File: config.mk
export PLATFORM = sky130hd
export DESIGN_NAME = sram_ctl
export DESIGN_NICKNAME = d
export VERILOG_FILES = /design/src/rtl/sram_ctl_pkg.sv /design/src/rtl/sram_ctl_hold.sv /design/src/rtl/sram_ctl_seq.sv /design/src/rtl/sram_ctl_dpath.sv /design/src/rtl/sram_ctl.sv
export SDC_FILE = /design/constraint.sdc
export NUM_CORES = 1
export LEC_CHECK = 0
export BUFFER_PORTS_ARGS = -buffer_cell sky130_fd_sc_hd__clkbuf_2
export CAP_MARGIN = 25
export CORE_MARGIN = 4
export CORE_UTILIZATION = 32
export CTS_BUF_LIST = sky130_fd_sc_hd__clkbuf_4 sky130_fd_sc_hd__clkbuf_8
export CTS_CLUSTER_DIAMETER = 30
export DETAILED_ROUTE_END_ITERATION = 16
export RECOVER_POWER = 100
export SLEW_MARGIN = 25
export SYNTH_ARGS = -nofsm -noshare
export SYNTH_HDL_FRONTEND = slang
export SYNTH_SLANG_ARGS = --single-unit
File: constraint.sdc
create_clock -name clk -period 2.15 [get_ports clk]
set_clock_uncertainty 0.1 [all_clocks]
set_input_delay 0 -clock clk [delete_from_list [all_inputs] [get_ports clk]]
set_output_delay 0 -clock clk [all_outputs]
set_load 0.02 [all_outputs]
File: src/rtl/sram_ctl_pkg.sv
package sram_ctl_pkg;

  typedef enum logic [2:0] {
    ST_IDLE,
    ST_RD,
    ST_TURN,
    ST_WDRV,
    ST_WEND,
    ST_WREC
  } seq_state_e;

  typedef struct packed {
    logic ce1_n;
    logic ce2;
    logic oe_n;
    logic we_n;
    logic dq_oe;
  } strobe_t;

  localparam strobe_t STROBE_IDLE = '{ce1_n: 1'b1, ce2: 1'b0, oe_n: 1'b1, we_n: 1'b1, dq_oe: 1'b0};

  // ceiling of ns / clock period, never below one cycle
  function automatic int unsigned ns2cyc(input int unsigned ns, input int unsigned clk_ns);
    int unsigned c;
    c = (ns + clk_ns - 1) / clk_ns;
    if (c == 0) c = 1;
    return c;
  endfunction

  function automatic int unsigned umax(input int unsigned a, input int unsigned b);
    return (a > b) ? a : b;
  endfunction

endpackage

File: src/rtl/sram_ctl_hold.sv
module sram_ctl_hold #(
  parameter int unsigned HOLD_CYC = 625000
) (
  input  logic clk,
  input  logic rst_n,
  output logic hold_done
);
  localparam int unsigned CW = $clog2(HOLD_CYC + 1);
  localparam logic [CW-1:0] HOLD_V = CW'(HOLD_CYC);

  logic [CW-1:0] cnt_q, cnt_d;
  logic          cnt_en;

  assign hold_done = (cnt_q == HOLD_V);
  assign cnt_en    = !hold_done;

  always_comb begin
    cnt_d = cnt_q;
    if (cnt_en) cnt_d = cnt_q + CW'(1);
  end

  always_ff @(posedge clk or negedge rst_n) begin
    if (!rst_n) cnt_q <= '0;
    else        cnt_q <= cnt_d;
  end

  // once the interval has passed it never re-arms without reset
  p_hold_sticky_r1: assert property (@(posedge clk) disable iff (!rst_n)
    hold_done |=> hold_done);

endmodule

File: src/rtl/sram_ctl_seq.sv
module sram_ctl_seq
  import sram_ctl_pkg::*;
#(
  parameter int unsigned RD_CYC   = 9,
  parameter int unsigned TURN_CYC = 5,
  parameter int unsigned DRV_CYC  = 6,
  parameter int unsigned REC_CYC  = 2
) (
  input  logic    clk,
  input  logic    rst_n,
  input  logic    hold_done,
  input  logic    req,
  input  logic    req_we,
  output logic    accept,
  output logic    capture,
  output logic    ack,
  output strobe_t pins
);
  localparam int unsigned MAXC = umax(umax(RD_CYC, TURN_CYC), umax(DRV_CYC, umax(REC_CYC, 1)));
  localparam int unsigned CW   = $clog2(MAXC + 1);
  localparam logic [CW-1:0] RD_LAST   = CW'(RD_CYC - 1);
  localparam logic [CW-1:0] TURN_LAST = CW'(TURN_CYC - 1);
  localparam logic [CW-1:0] DRV_LAST  = CW'(DRV_CYC - 1);
  localparam logic [CW-1:0] REC_LAST  = CW'((REC_CYC > 0) ? REC_CYC - 1 : 0);
  localparam bit            HAS_REC   = (REC_CYC > 0);

  seq_state_e    state_q, state_d;
  logic [CW-1:0] cnt_q, cnt_d;
  logic          ack_q, ack_d;
  strobe_t       pins_q, pins_d;
  logic          cnt_zero;

  assign cnt_zero = (cnt_q == '0);

  // next state and phase counter
  always_comb begin
    state_d = state_q;
    cnt_d   = cnt_q;
    accept  = 1'b0;
    capture = 1'b0;
    ack_d   = 1'b0;
    unique case (state_q)
      ST_IDLE: begin
        if (hold_done && req && !ack_q) begin
          accept = 1'b1;
          if (req_we) begin
            state_d = ST_WDRV;
            cnt_d   = DRV_LAST;
          end else begin
            state_d = ST_RD;
            cnt_d   = RD_LAST;
          end
        end
      end
      ST_RD: begin
        if (cnt_zero) begin
          capture = 1'b1;
          ack_d   = 1'b1;
          state_d = ST_TURN;
          cnt_d   = TURN_LAST;
        end else begin
          cnt_d = cnt_q - CW'(1);
        end
      end
      ST_TURN: begin
        if (cnt_zero) state_d = ST_IDLE;
        else          cnt_d   = cnt_q - CW'(1);
      end
      ST_WDRV: begin
        if (cnt_zero) state_d = ST_WEND;
        else          cnt_d   = cnt_q - CW'(1);
      end
      ST_WEND: begin
        ack_d = 1'b1;
        if (HAS_REC) begin
          state_d = ST_WREC;
          cnt_d   = REC_LAST;
        end else begin
          state_d = ST_IDLE;
        end
      end
      ST_WREC: begin
        if (cnt_zero) state_d = ST_IDLE;
        else          cnt_d   = cnt_q - CW'(1);
      end
      default: state_d = ST_IDLE;
    endcase
  end

  // pin levels decoded from the next state, then registered
  always_comb begin
    pins_d = STROBE_IDLE;
    unique case (state_d)
      ST_RD: begin
        pins_d.ce1_n = 1'b0;
        pins_d.ce2   = 1'b1;
        pins_d.oe_n  = 1'b0;
      end
      ST_WDRV: begin
        pins_d.ce1_n = 1'b0;
        pins_d.ce2   = 1'b1;
        pins_d.we_n  = 1'b0;
        pins_d.dq_oe = 1'b1;
      end
      ST_WEND: begin
        pins_d.ce1_n = 1'b0;
        pins_d.ce2   = 1'b1;
        pins_d.we_n  = 1'b0;
      end
      default: pins_d = STROBE_IDLE;
    endcase
  end

  always_ff @(posedge clk or negedge rst_n) begin
    if (!rst_n) begin
      state_q <= ST_IDLE;
      cnt_q   <= '0;
      ack_q   <= 1'b0;
      pins_q  <= STROBE_IDLE;
    end else begin
      state_q <= state_d;
      cnt_q   <= cnt_d;
      ack_q   <= ack_d;
      pins_q  <= pins_d;
    end
  end

  assign ack  = ack_q;
  assign pins = pins_q;

  p_ack_single_r9: assert property (@(posedge clk) disable iff (!rst_n)
    ack_q |=> !ack_q);

  p_drive_in_pulse_r6: assert property (@(posedge clk) disable iff (!rst_n)
    pins_q.dq_oe |-> (pins_q.oe_n && !pins_q.we_n));

  p_drive_off_before_we_rise_r6: assert property (@(posedge clk) disable iff (!rst_n)
    $rose(pins_q.we_n) |-> !$past(pins_q.dq_oe));

  p_read_selected_r3: assert property (@(posedge clk) disable iff (!rst_n)
    !pins_q.oe_n |-> (pins_q.we_n && !pins_q.ce1_n && pins_q.ce2));

  p_ack_after_strobes_r9: assert property (@(posedge clk) disable iff (!rst_n)
    $rose(ack_q) |-> !$past(pins_q.ce1_n));

endmodule

File: src/rtl/sram_ctl_dpath.sv
module sram_ctl_dpath #(
  parameter int unsigned ADDR_W = 17,
  parameter int unsigned DATA_W = 8
) (
  input  logic              clk,
  input  logic              rst_n,
  input  logic              accept,
  input  logic              capture,
  input  logic [ADDR_W-1:0] req_addr,
  input  logic [DATA_W-1:0] req_wdata,
  input  logic [DATA_W-1:0] dq_i,
  output logic [ADDR_W-1:0] addr_q,
  output logic [DATA_W-1:0] wdata_q,
  output logic [DATA_W-1:0] rdata_q
);
  logic [ADDR_W-1:0] addr_d;
  logic [DATA_W-1:0] wdata_d;
  logic [DATA_W-1:0] rdata_d;

  always_comb begin
    addr_d  = addr_q;
    wdata_d = wdata_q;
    rdata_d = rdata_q;
    if (accept) begin
      addr_d  = req_addr;
      wdata_d = req_wdata;
    end
    if (capture) rdata_d = dq_i;
  end

  always_ff @(posedge clk or negedge rst_n) begin
    if (!rst_n) begin
      addr_q  <= '0;
      wdata_q <= '0;
      rdata_q <= '0;
    end else begin
      addr_q  <= addr_d;
      wdata_q <= wdata_d;
      rdata_q <= rdata_d;
    end
  end

  // the request fields are taken only at acceptance, which never coincides with capture
  p_accept_capture_excl_r4: assert property (@(posedge clk) disable iff (!rst_n)
    !(accept && capture));

endmodule

File: src/rtl/sram_ctl.sv
module sram_ctl
  import sram_ctl_pkg::*;
#(
  parameter int unsigned ADDR_W        = 17,
  parameter int unsigned DATA_W        = 8,
  parameter int unsigned CLK_PERIOD_NS = 8,
  parameter int unsigned T_RC_NS       = 70,
  parameter int unsigned T_AA_NS       = 70,
  parameter int unsigned T_OA_NS       = 50,
  parameter int unsigned T_WC_NS       = 70,
  parameter int unsigned T_WP_NS       = 50,
  parameter int unsigned T_DS_NS       = 40,
  parameter int unsigned T_CE_OFF_NS   = 40,
  parameter int unsigned T_OE_OFF_NS   = 35,
  parameter int unsigned T_HOLD_NS     = 5000000
) (
  input  logic              clk,
  input  logic              rst_n,
  input  logic              req,
  input  logic              req_we,
  input  logic [ADDR_W-1:0] req_addr,
  input  logic [DATA_W-1:0] req_wdata,
  output logic              ack,
  output logic [DATA_W-1:0] rd_data,
  output logic [ADDR_W-1:0] sram_addr,
  output logic              sram_ce1_n,
  output logic              sram_ce2,
  output logic              sram_oe_n,
  output logic              sram_we_n,
  output logic [DATA_W-1:0] sram_dq_o,
  output logic              sram_dq_oe,
  input  logic [DATA_W-1:0] sram_dq_i
);
  localparam int unsigned RD_CYC   = ns2cyc(umax(T_RC_NS, umax(T_AA_NS, T_OA_NS)), CLK_PERIOD_NS);
  localparam int unsigned TURN_CYC = ns2cyc(umax(T_CE_OFF_NS, T_OE_OFF_NS), CLK_PERIOD_NS);
  localparam int unsigned WP_CYC   = ns2cyc(T_WP_NS, CLK_PERIOD_NS);
  localparam int unsigned DS_CYC   = ns2cyc(T_DS_NS, CLK_PERIOD_NS);
  localparam int unsigned DRV_CYC  = umax(umax(WP_CYC - 1, DS_CYC), 1);
  localparam int unsigned WC_CYC   = ns2cyc(T_WC_NS, CLK_PERIOD_NS);
  localparam int unsigned REC_CYC  = (WC_CYC > DRV_CYC + 1) ? (WC_CYC - DRV_CYC - 1) : 0;
  localparam int unsigned HOLD_CYC = ns2cyc(T_HOLD_NS, CLK_PERIOD_NS);

  logic    hold_done;
  logic    accept;
  logic    capture;
  strobe_t pins;

  sram_ctl_hold #(.HOLD_CYC(HOLD_CYC)) u_hold (
    .clk       (clk),
    .rst_n     (rst_n),
    .hold_done (hold_done)
  );

  sram_ctl_seq #(
    .RD_CYC   (RD_CYC),
    .TURN_CYC (TURN_CYC),
    .DRV_CYC  (DRV_CYC),
    .REC_CYC  (REC_CYC)
  ) u_seq (
    .clk       (clk),
    .rst_n     (rst_n),
    .hold_done (hold_done),
    .req       (req),
    .req_we    (req_we),
    .accept    (accept),
    .capture   (capture),
    .ack       (ack),
    .pins      (pins)
  );

  sram_ctl_dpath #(.ADDR_W(ADDR_W), .DATA_W(DATA_W)) u_dpath (
    .clk       (clk),
    .rst_n     (rst_n),
    .accept    (accept),
    .capture   (capture),
    .req_addr  (req_addr),
    .req_wdata (req_wdata),
    .dq_i      (sram_dq_i),
    .addr_q    (sram_addr),
    .wdata_q   (sram_dq_o),
    .rdata_q   (rd_data)
  );

  assign sram_ce1_n = pins.ce1_n;
  assign sram_ce2   = pins.ce2;
  assign sram_oe_n  = pins.oe_n;
  assign sram_we_n  = pins.we_n;
  assign sram_dq_oe = pins.dq_oe;

  p_deselect_in_hold_r1: assert property (@(posedge clk) disable iff (!rst_n)
    !hold_done |-> (sram_ce1_n && !sram_ce2 && !sram_dq_oe));

  p_addr_stable_r3: assert property (@(posedge clk) disable iff (!rst_n)
    (!sram_ce1_n && $past(!sram_ce1_n)) |-> $stable(sram_addr));

  p_wdata_stable_r5: assert property (@(posedge clk) disable iff (!rst_n)
    (sram_dq_oe && $past(sram_dq_oe)) |-> $stable(sram_dq_o));

endmodule

==> qor.csv, run 1 <==
stage,metric,value,unit
run_status,outcome,finished with violations,
run_status,failing checks,setup timing,
power_and_ir_drop,clock power share,0.483,
power_and_ir_drop,Power per Cell Area,622,nW/um^2
yosys,Mapped Cells,220,
power_and_ir_drop,Final Power,2690,uW
floorplanning,Core Rows,34,
timing,setup ws final,-161,ps
clock_tree,Root Driver,clkbuf_8,
clock_tree,Worst-path clk slew,80,ps
drt,vias after detailed routing,2211,
yosys,"Async S/R FF share, synth",1.00,
setup_path,crit path kind,flip-flop to flip-flop,
clock_tree,CTS tree,yes,
layout,nets@finish,415,
clock_tree,TritonCTS Buffers,9,
yosys,"count leader, synth",dfrtp_1,
timing,period utilization,1.07,
timing,worst rel slew slack,0.177,
floorplanning,Initial Util,0.327,
setup_path,Critical Path Source Type,flip-flop,
layout,share of cells above drive strength 1,0.355,
setup_path,critical path endpoint category,flip-flop,
floorplanning,die width,102,um
power_and_ir_drop,switching power,563,uW
yosys,Area contributors post-synth,"dfrtp_1 55%, mux2_2 14%, xnor2_1 4.6%, dfstp_2 2.8%, nand2_1 2.1%",
clock_tree,clk sink count,66,
power_and_ir_drop,Sw Ratio,0.209,
global_routing,global route overflow,0,
yosys,"flops & latches, synth",66,
drt,DR DRC count,0,
clock_tree,clock latency on the worst-skew pair,340,ps
yosys,Mapped Area,2850,um^2
yosys,"Distinct cells, synth",43,
global_routing,total track usage,0.131,
floorplanning,Die H,102,um
setup_path,Reg2Reg Setup Slack,-160,ps
power_and_ir_drop,leakage power figure,0.00205,uW
floorplanning,I/O pin count,76,
timing,Hold WS,53.2,ps
placed_design,count of input and output buffers,75,
timing,Final Hold Viols,0,
drt,vias per cell,4.53,
yosys,Post-synth EDFFs,0,
power_and_ir_drop,Internal,2130,uW
drt,Starting DRT DRC Count,94,
timing,RSZ-0062 raised after global routing,true,
timing,total negative slack,-3740,ps
clock_tree,H-tree levels,3,
setup_path,required time of the critical path,2280,ps
drt,final wirelength,6720,um
global_routing,first-pass GRT wire length,10600,um
yosys,post-synthesis sequential area ratio,0.580,
layout,Area Growth Syn to Fin,51.8,%
placed_design,DPL Wire Length,4220,um
setup_path,CP arrival,2440,ps
yosys,top-area cell type share of the netlist area,0.552,
placed_design,GPL Wtd Cong,0.805,
timing,Max Slew Vio Count,0,
yosys,most frequent cells after synthesis,"63 x dfrtp_1, 36 x mux2_2, 16 x nand2_1, 15 x xnor2_1, 7 x inv_1",
yosys,Syn Nets,260,
power_and_ir_drop,part of the power in registers,0.465,
global_routing,initial antenna violation count,0,
global_routing,largest net degree at the start of global routing,44,
timing,minimum clock period,2310,ps
yosys,post-synth top area cell,dfrtp_1,
yosys,Ys Warns,0,
power_and_ir_drop,Peak VDD IR,0.230,mV
yosys,"Primary FF master, synth",dfrtp_1,
drt,DR pass1 iterations,4,
yosys,synthesized area per cell,13.0,um^2
clock_tree,CTS Buffer Depth,2,
drt,ANT nets after route,0,
floorplanning,core area,8720,um^2
floorplanning,Die ar.,10500,um^2
drt,Avg WL per Cell,13.8,um
timing,final setup violating endpoints,33,
setup_path,crit path max fanout,6,
layout,Ant. Diodes,0,
power_and_ir_drop,Comb power frac,0.052,
run,Max Cap Viol,0,
timing,Max Fclk,433,MHz
hold_path,Hold Path Class,input port to flip-flop,
timing,Worst-Margin Slew,1230,ps
global_routing,number of global-route vias before repair,2260,
-- power groups by stage --
stage,Sequential [uW],Clock (uW),Combinational [uW]
final,1250,1300,139
after detailed placement,1280,0,93.2
after global routing,1250,1380,154
after CTS,1250,1340,144
after global placement,1280,0,92.8
after floorplan,1290,0,11.4
-- worst paths after layout --
| kind | from | end | cells past startpoint |
|---|---|---|---|
| min reg2reg | u_hold.cnt_q[7] | u_hold.cnt_q[7] | 1 |
| max in group asynchronous | rst_n | u_dpath.wdata_q[4] | 3 |
| max reg2reg | u_hold.cnt_q[2] | u_dpath.addr_q[3] | 6 |
| min | req | u_seq.state_q[0] | 4 |
| min in group asynchronous | rst_n | u_dpath.rdata_q[3] | 2 |
| max | u_hold.cnt_q[2] | u_dpath.addr_q[3] | 6 |
-- cell families (layout without fill, tap and decap cells) --
kind of cell,after synthesis,in the layout,synth area share
flops,66,66,0.580
simple gates,57,57,0.111
mux,40,40,0.157
compound gates,21,21,0.0478
xor+xnor,19,19,0.0583
buf+inv,14,174,0.0333
fa+ha+maj,3,3,0.0132
-- state kept, by name, summed over array words and instances (netlist names) --
| name | cells |
|---|---|
| u_seq.cnt_q | 4 |
| u_seq.ack | 1 |
| u_dpath.wdata_q | 8 |
| u_dpath.addr_q | 17 |
| u_dpath.rdata_q | 8 |
| u_seq.state_q | 3 |
| u_hold.cnt_q | 20 |
| u_seq.pins | 5 |
-- worst max-delay path: stages (launching register included) --
cell and delay, ps:
dfrtp_1 370, or3_1 360, or4_4 420, and4b_4 400
buf_12 130, buf_16 120, mux2_4 300
-- cell usage in the layout (no fill, tap or decap), types with 4 or more instances in the layout --
cell / count
dfrtp_1: 63
clkbuf_1: 47
dlygate4sd3_1: 35
clkbuf_2: 35
buf_4: 27
mux2_4: 25
nand2_1: 15
xnor2_1: 15
mux2_2: 12
clkbuf_8: 10
nor3_1: 6
nor2_1: 6
nand3_1: 6
inv_1: 5
o21ai_0: 5
a21oi_1: 4
xor2_1: 4
-- cell type report --
class	count	area, um^2
multi-input cells	140	1240
clock inverters	6	113
repair buffers	151	1030
inverters	7	26.3
flip-flops and latches	66	1660
clock buffers	10	138
well taps	108	135
fillers	777	4390
-- metal layers --
layer | global-route usage | vias to the layer above | share of wire
li1 | - | 1088 | -
met1 | 0.162 | 1053 | 0.45
met2 | 0.212 | 59 | 0.47
met3 | 0.0328 | 11 | 0.058
met4 | 0.0666 | 0 | 0.019
met5 | 0 | - | 0
-- stage by stage --
stage	setup WS (ps)	cell area (um^2)	utilization	instances
after floorplan	-185	2910	-	220
after detailed placement	-210	3640	0.417	431
after CTS	-169	4370	0.502	487
after global placement	-164	3640	0.417	431
after global routing	-215	4330	0.497	488
final	-161	4330	0.497	488
-- what timing repair did --
item	CTS	global route
pin swaps	0	3
buffers inserted	3	1
hold buffers	35	0
setup endpoints to repair	31	33
endpoints found under the hold margin	60	0
resized for setup	16	12
gates cloned	2	0
(Power assumes the default switching activity.)
==> run 2, diff against run 1 <==
--- a/config.mk
+++ b/config.mk
@@ -7,7 +7,8 @@
 export LEC_CHECK = 0
 export BUFFER_PORTS_ARGS = -buffer_cell sky130_fd_sc_hd__clkbuf_2
 export CAP_MARGIN = 25
-export CORE_MARGIN = 4
+export CORE_ASPECT_RATIO = 0.75
+export CORE_MARGIN = 5
 export CORE_UTILIZATION = 32
 export CTS_BUF_LIST = sky130_fd_sc_hd__clkbuf_4 sky130_fd_sc_hd__clkbuf_8
 export CTS_CLUSTER_DIAMETER = 30
@@ -16,4 +17,5 @@
 export SLEW_MARGIN = 25
 export SYNTH_ARGS = -nofsm -noshare
 export SYNTH_HDL_FRONTEND = slang
+export SYNTH_HIERARCHICAL = 1
 export SYNTH_SLANG_ARGS = --single-unit
==> run 2 against run 1 <==
  * The flow finishes with violations (capacitance limit, slew limit, setup timing)
  * Largest power group is now registers
  * Global-route usage up 0.63 points
  * Critical path type unchanged
  * Synthesized cell count grew 4.1%
  * Critical path depth is 2 higher
==> qor.csv, run 2 <==
stage,metric,value,unit,change
setup_path,required time of the critical path,2280,ps,about the same
clock_tree,clk sink count,66,,unchanged
layout,nets@finish,425,,+2.4%
setup_path,CP arrival,2690,ps,+250 ps
layout,Largest regs,"u_hold/cnt_q: 20 flops, u_dpath/addr_q: 17 flops",,
setup_path,CP Launch Point,u_hold/cnt_q[7],,
run,Max Cap Viol,1,,+1
clock_tree,Worst-path clk slew,80,ps,about the same
layout,Ant. Diodes,0,,unchanged
timing,Worst-Margin Slew,1610,ps,+375 ps
setup_path,Reg2Reg Setup Slack,-410,ps,-250 ps
yosys,top-area cell type share of the netlist area,0.521,,-0.0317
timing,setup ws final,-413,ps,-252 ps
layout,share of cells above drive strength 1,0.400,,+0.0447
yosys,Area contributors post-synth,"dfrtp_1 52%, mux2_4 9.9%, mux2_2 6.0%, xnor2_1 4.3%, dfstp_2 2.6%",,
clock_tree,CTS tree,yes,,
layout,Top reg by flops,u_hold/cnt_q,,
yosys,post-synthesis sequential area ratio,0.547,,-0.0333
yosys,"count leader, synth",dfrtp_1,,
yosys,most frequent cells after synthesis,"63 x dfrtp_1, 20 x mux2_4, 16 x mux2_2, 15 x xnor2_1, 14 x nand2_1",,
floorplanning,Core Rows,30,,-12%
timing,Max Slew Vio Count,67,,+67
timing,RSZ-0062 raised after global routing,true,,
timing,final setup violating endpoints,30,,-9.1%
placed_design,GPL Wtd Cong,0.801,,-0.53%
yosys,Syn Nets,269,,+3.5%
run_status,outcome,finished with violations,,
yosys,"Async S/R FF share, synth",1.00,,unchanged
layout,max reg flops,20,,unchanged
global_routing,largest net degree at the start of global routing,67,,+52%
drt,vias per cell,4.55,,+0.34%
drt,vias after detailed routing,2355,,+6.5%
floorplanning,core area,9160,um^2,+5.0%
drt,Avg WL per Cell,14.8,um,+7.8%
yosys,Mapped Cells,229,,+4.1%
yosys,"Distinct cells, synth",47,,+9.3%
clock_tree,TritonCTS Buffers,9,,unchanged
layout,Finished Cell Area,4490,um^2,+3.7%
timing,minimum clock period,2560,ps,+252 ps
power_and_ir_drop,Power per Cell Area,566,nW/um^2,-9.1%
setup_path,Critical Path Source Type,flip-flop,,
layout,"commonest non-fill, non-tap cell in the layout",dfrtp_1,,
yosys,"flops & latches, synth",66,,unchanged
hold_path,Hold Path Class,input port to flip-flop,,
setup_path,R2R depth,8,,+2
yosys,synthesized area per cell,13.2,um^2,+1.9%
timing,Final Hold Viols,0,,unchanged
floorplanning,die width,122,um,+19%
floorplanning,Initial Util,0.331,,+0.00334
drt,DR pass1 iterations,5,,+1
power_and_ir_drop,Peak VDD IR,0.273,mV,+19%
floorplanning,Die ar.,11500,um^2,+9.8%
layout,fin util,0.491,,-0.00613
setup_path,crit path kind,flip-flop to flip-flop,,
yosys,"Primary FF master, synth",dfrtp_1,,
global_routing,global route overflow,0,,unchanged
global_routing,number of global-route vias before repair,2404,,+6.4%
timing,Max Fclk,390,MHz,-9.8%
floorplanning,Die H,94.2,um,-8.0%
drt,DR DRC count,0,,unchanged
drt,final wirelength,7690,um,+14%
global_routing,initial antenna violation count,0,,unchanged
placed_design,DPL Wire Length,4590,um,+8.7%
yosys,Post-synth EDFFs,0,,unchanged
drt,Starting DRT DRC Count,157,,+67%
placed_design,count of input and output buffers,75,,unchanged
setup_path,FF-to-FF End,u_dpath/wdata_q[2],,
yosys,Mapped Area,3030,um^2,+6.1%
global_routing,first-pass GRT wire length,12200,um,+16%
yosys,Ys Warns,6,,+6
floorplanning,I/O pin count,76,,unchanged
timing,worst rel slew slack,-0.0733,,-0.250
power_and_ir_drop,leakage power figure,0.00213,uW,+3.8%
run_status,failing checks,"capacitance limit, slew limit, setup timing",,
setup_path,capture point of the worst path,u_dpath/wdata_q[2],,
drt,ANT nets after route,0,,unchanged
layout,"commonest cells after routing, fill and taps aside","63 x dfrtp_1, 40 x clkbuf_1, 37 x clkbuf_2",,
clock_tree,CTS Buffer Depth,2,,unchanged
setup_path,crit path max fanout,6,,unchanged
clock_tree,clock latency on the worst-skew pair,340,ps,about the same
global_routing,total track usage,0.138,,+0.00632
clock_tree,H-tree levels,3,,unchanged
yosys,post-synth top area cell,dfrtp_1,,
layout,Area Growth Syn to Fin,48.4,%,
setup_path,critical path endpoint category,flip-flop,,
clock_tree,Root Driver,clkbuf_8,,
timing,period utilization,1.19,,+0.117
setup_path,Critical R2R Launch,u_hold/cnt_q[7],,
placed_design,Post-DP Area,3780,um^2,+3.9%
-- run 2: cell types whose count changed in the layout (fill, tap and decap cells not counted), sizes merged, moves of 4 or more --
cell,change
nor2,+4
nand3,+4
nor3,-4
buf,+6
nand2b,+5
clkbuf,-6
-- run 2: cells by family (layout without fill, tap and decap cells) --
logic type | count (synthesis) | count (layout) | synth area share
compound gates | 19 | 19 | 0.0442
xor+xnor | 19 | 19 | 0.0550
fa+ha+maj | 3 | 3 | 0.0124
buf+inv | 13 | 174 | 0.0302
flops | 66 | 66 | 0.547
mux | 38 | 38 | 0.166
simple gates | 71 | 71 | 0.146
-- run 2: final cells by class --
cell class	count	area, um^2
Multi-Input combinational cell	150	1380
Inverter	6	22.5
Timing Repair Buffer	152	1050
Clock inverter	6	90.1
Tap cell	128	160
Clock buffer	10	138
Fill cell	823	4670
Sequential cell	66	1660
-- run 2: worst min path at each step --
stage               slack (ps)                  to  cells after the start          from
floorplan                 -400   u_dpath/addr_q[0]                      0         rst_n
global placement           -50  u_dpath/rdata_q[0]                      2         rst_n
detailed placement         -40   u_dpath/addr_q[2]                      2         rst_n
CTS                        120   u_dpath/addr_q[2]                      3         rst_n
global route               310   u_dpath/addr_q[5]                      3   req_addr[5]
finish                     330  u_dpath/rdata_q[6]                      3  sram_dq_i[6]
-- run 2: metal layers --
layer | track usage | vias to the layer above | share of wire
li1 | - | 1123 | -
met1 | 0.179 | 1128 | 0.46
met2 | 0.203 | 92 | 0.43
met3 | 0.0578 | 12 | 0.086
met4 | 0.0503 | 0 | 0.017
met5 | 0 | - | 0
-- run 2: worst max-delay path: stages (launching register included) --
cell and delay [ps]:
dfrtp_1 380, or4_4 560, nor4_4 280, nand3b_1 130, or2_4 260, nor2_4 170, buf_6 140, buf_16 120
mux2_4 310
-- run 2: repair_timing --
action	CTS	global route
endpoints found under the hold margin	105	0
setup buffers	6	3
resized for setup	14	7
hold buffers	36	0
pin swaps	5	2
setup endpoints to repair	43	37
cloned	2	1
-- run 2: power breakdown --
group	internal [uW]	total [uW]	switching, uW
sequential	1240	1240	0
combinational	68.7	117	48.8
clock	686	1180	496
-- run 2: through the flow --
step	instances	hold slack (ps)	power, uW	setup slack, ps	TNS, ps
3_5_place_dp	456	-44.5	1330	-481	-13070
2_1_floorplan	229	-396	1270	-454	-11420
6_report	518	333	2540	-413	-9990
5_1_grt	518	313	2670	-545	-14520
4_1_cts	516	122	2600	-445	-11650
3_3_place_gp	456	-48.0	1330	-387	-10140
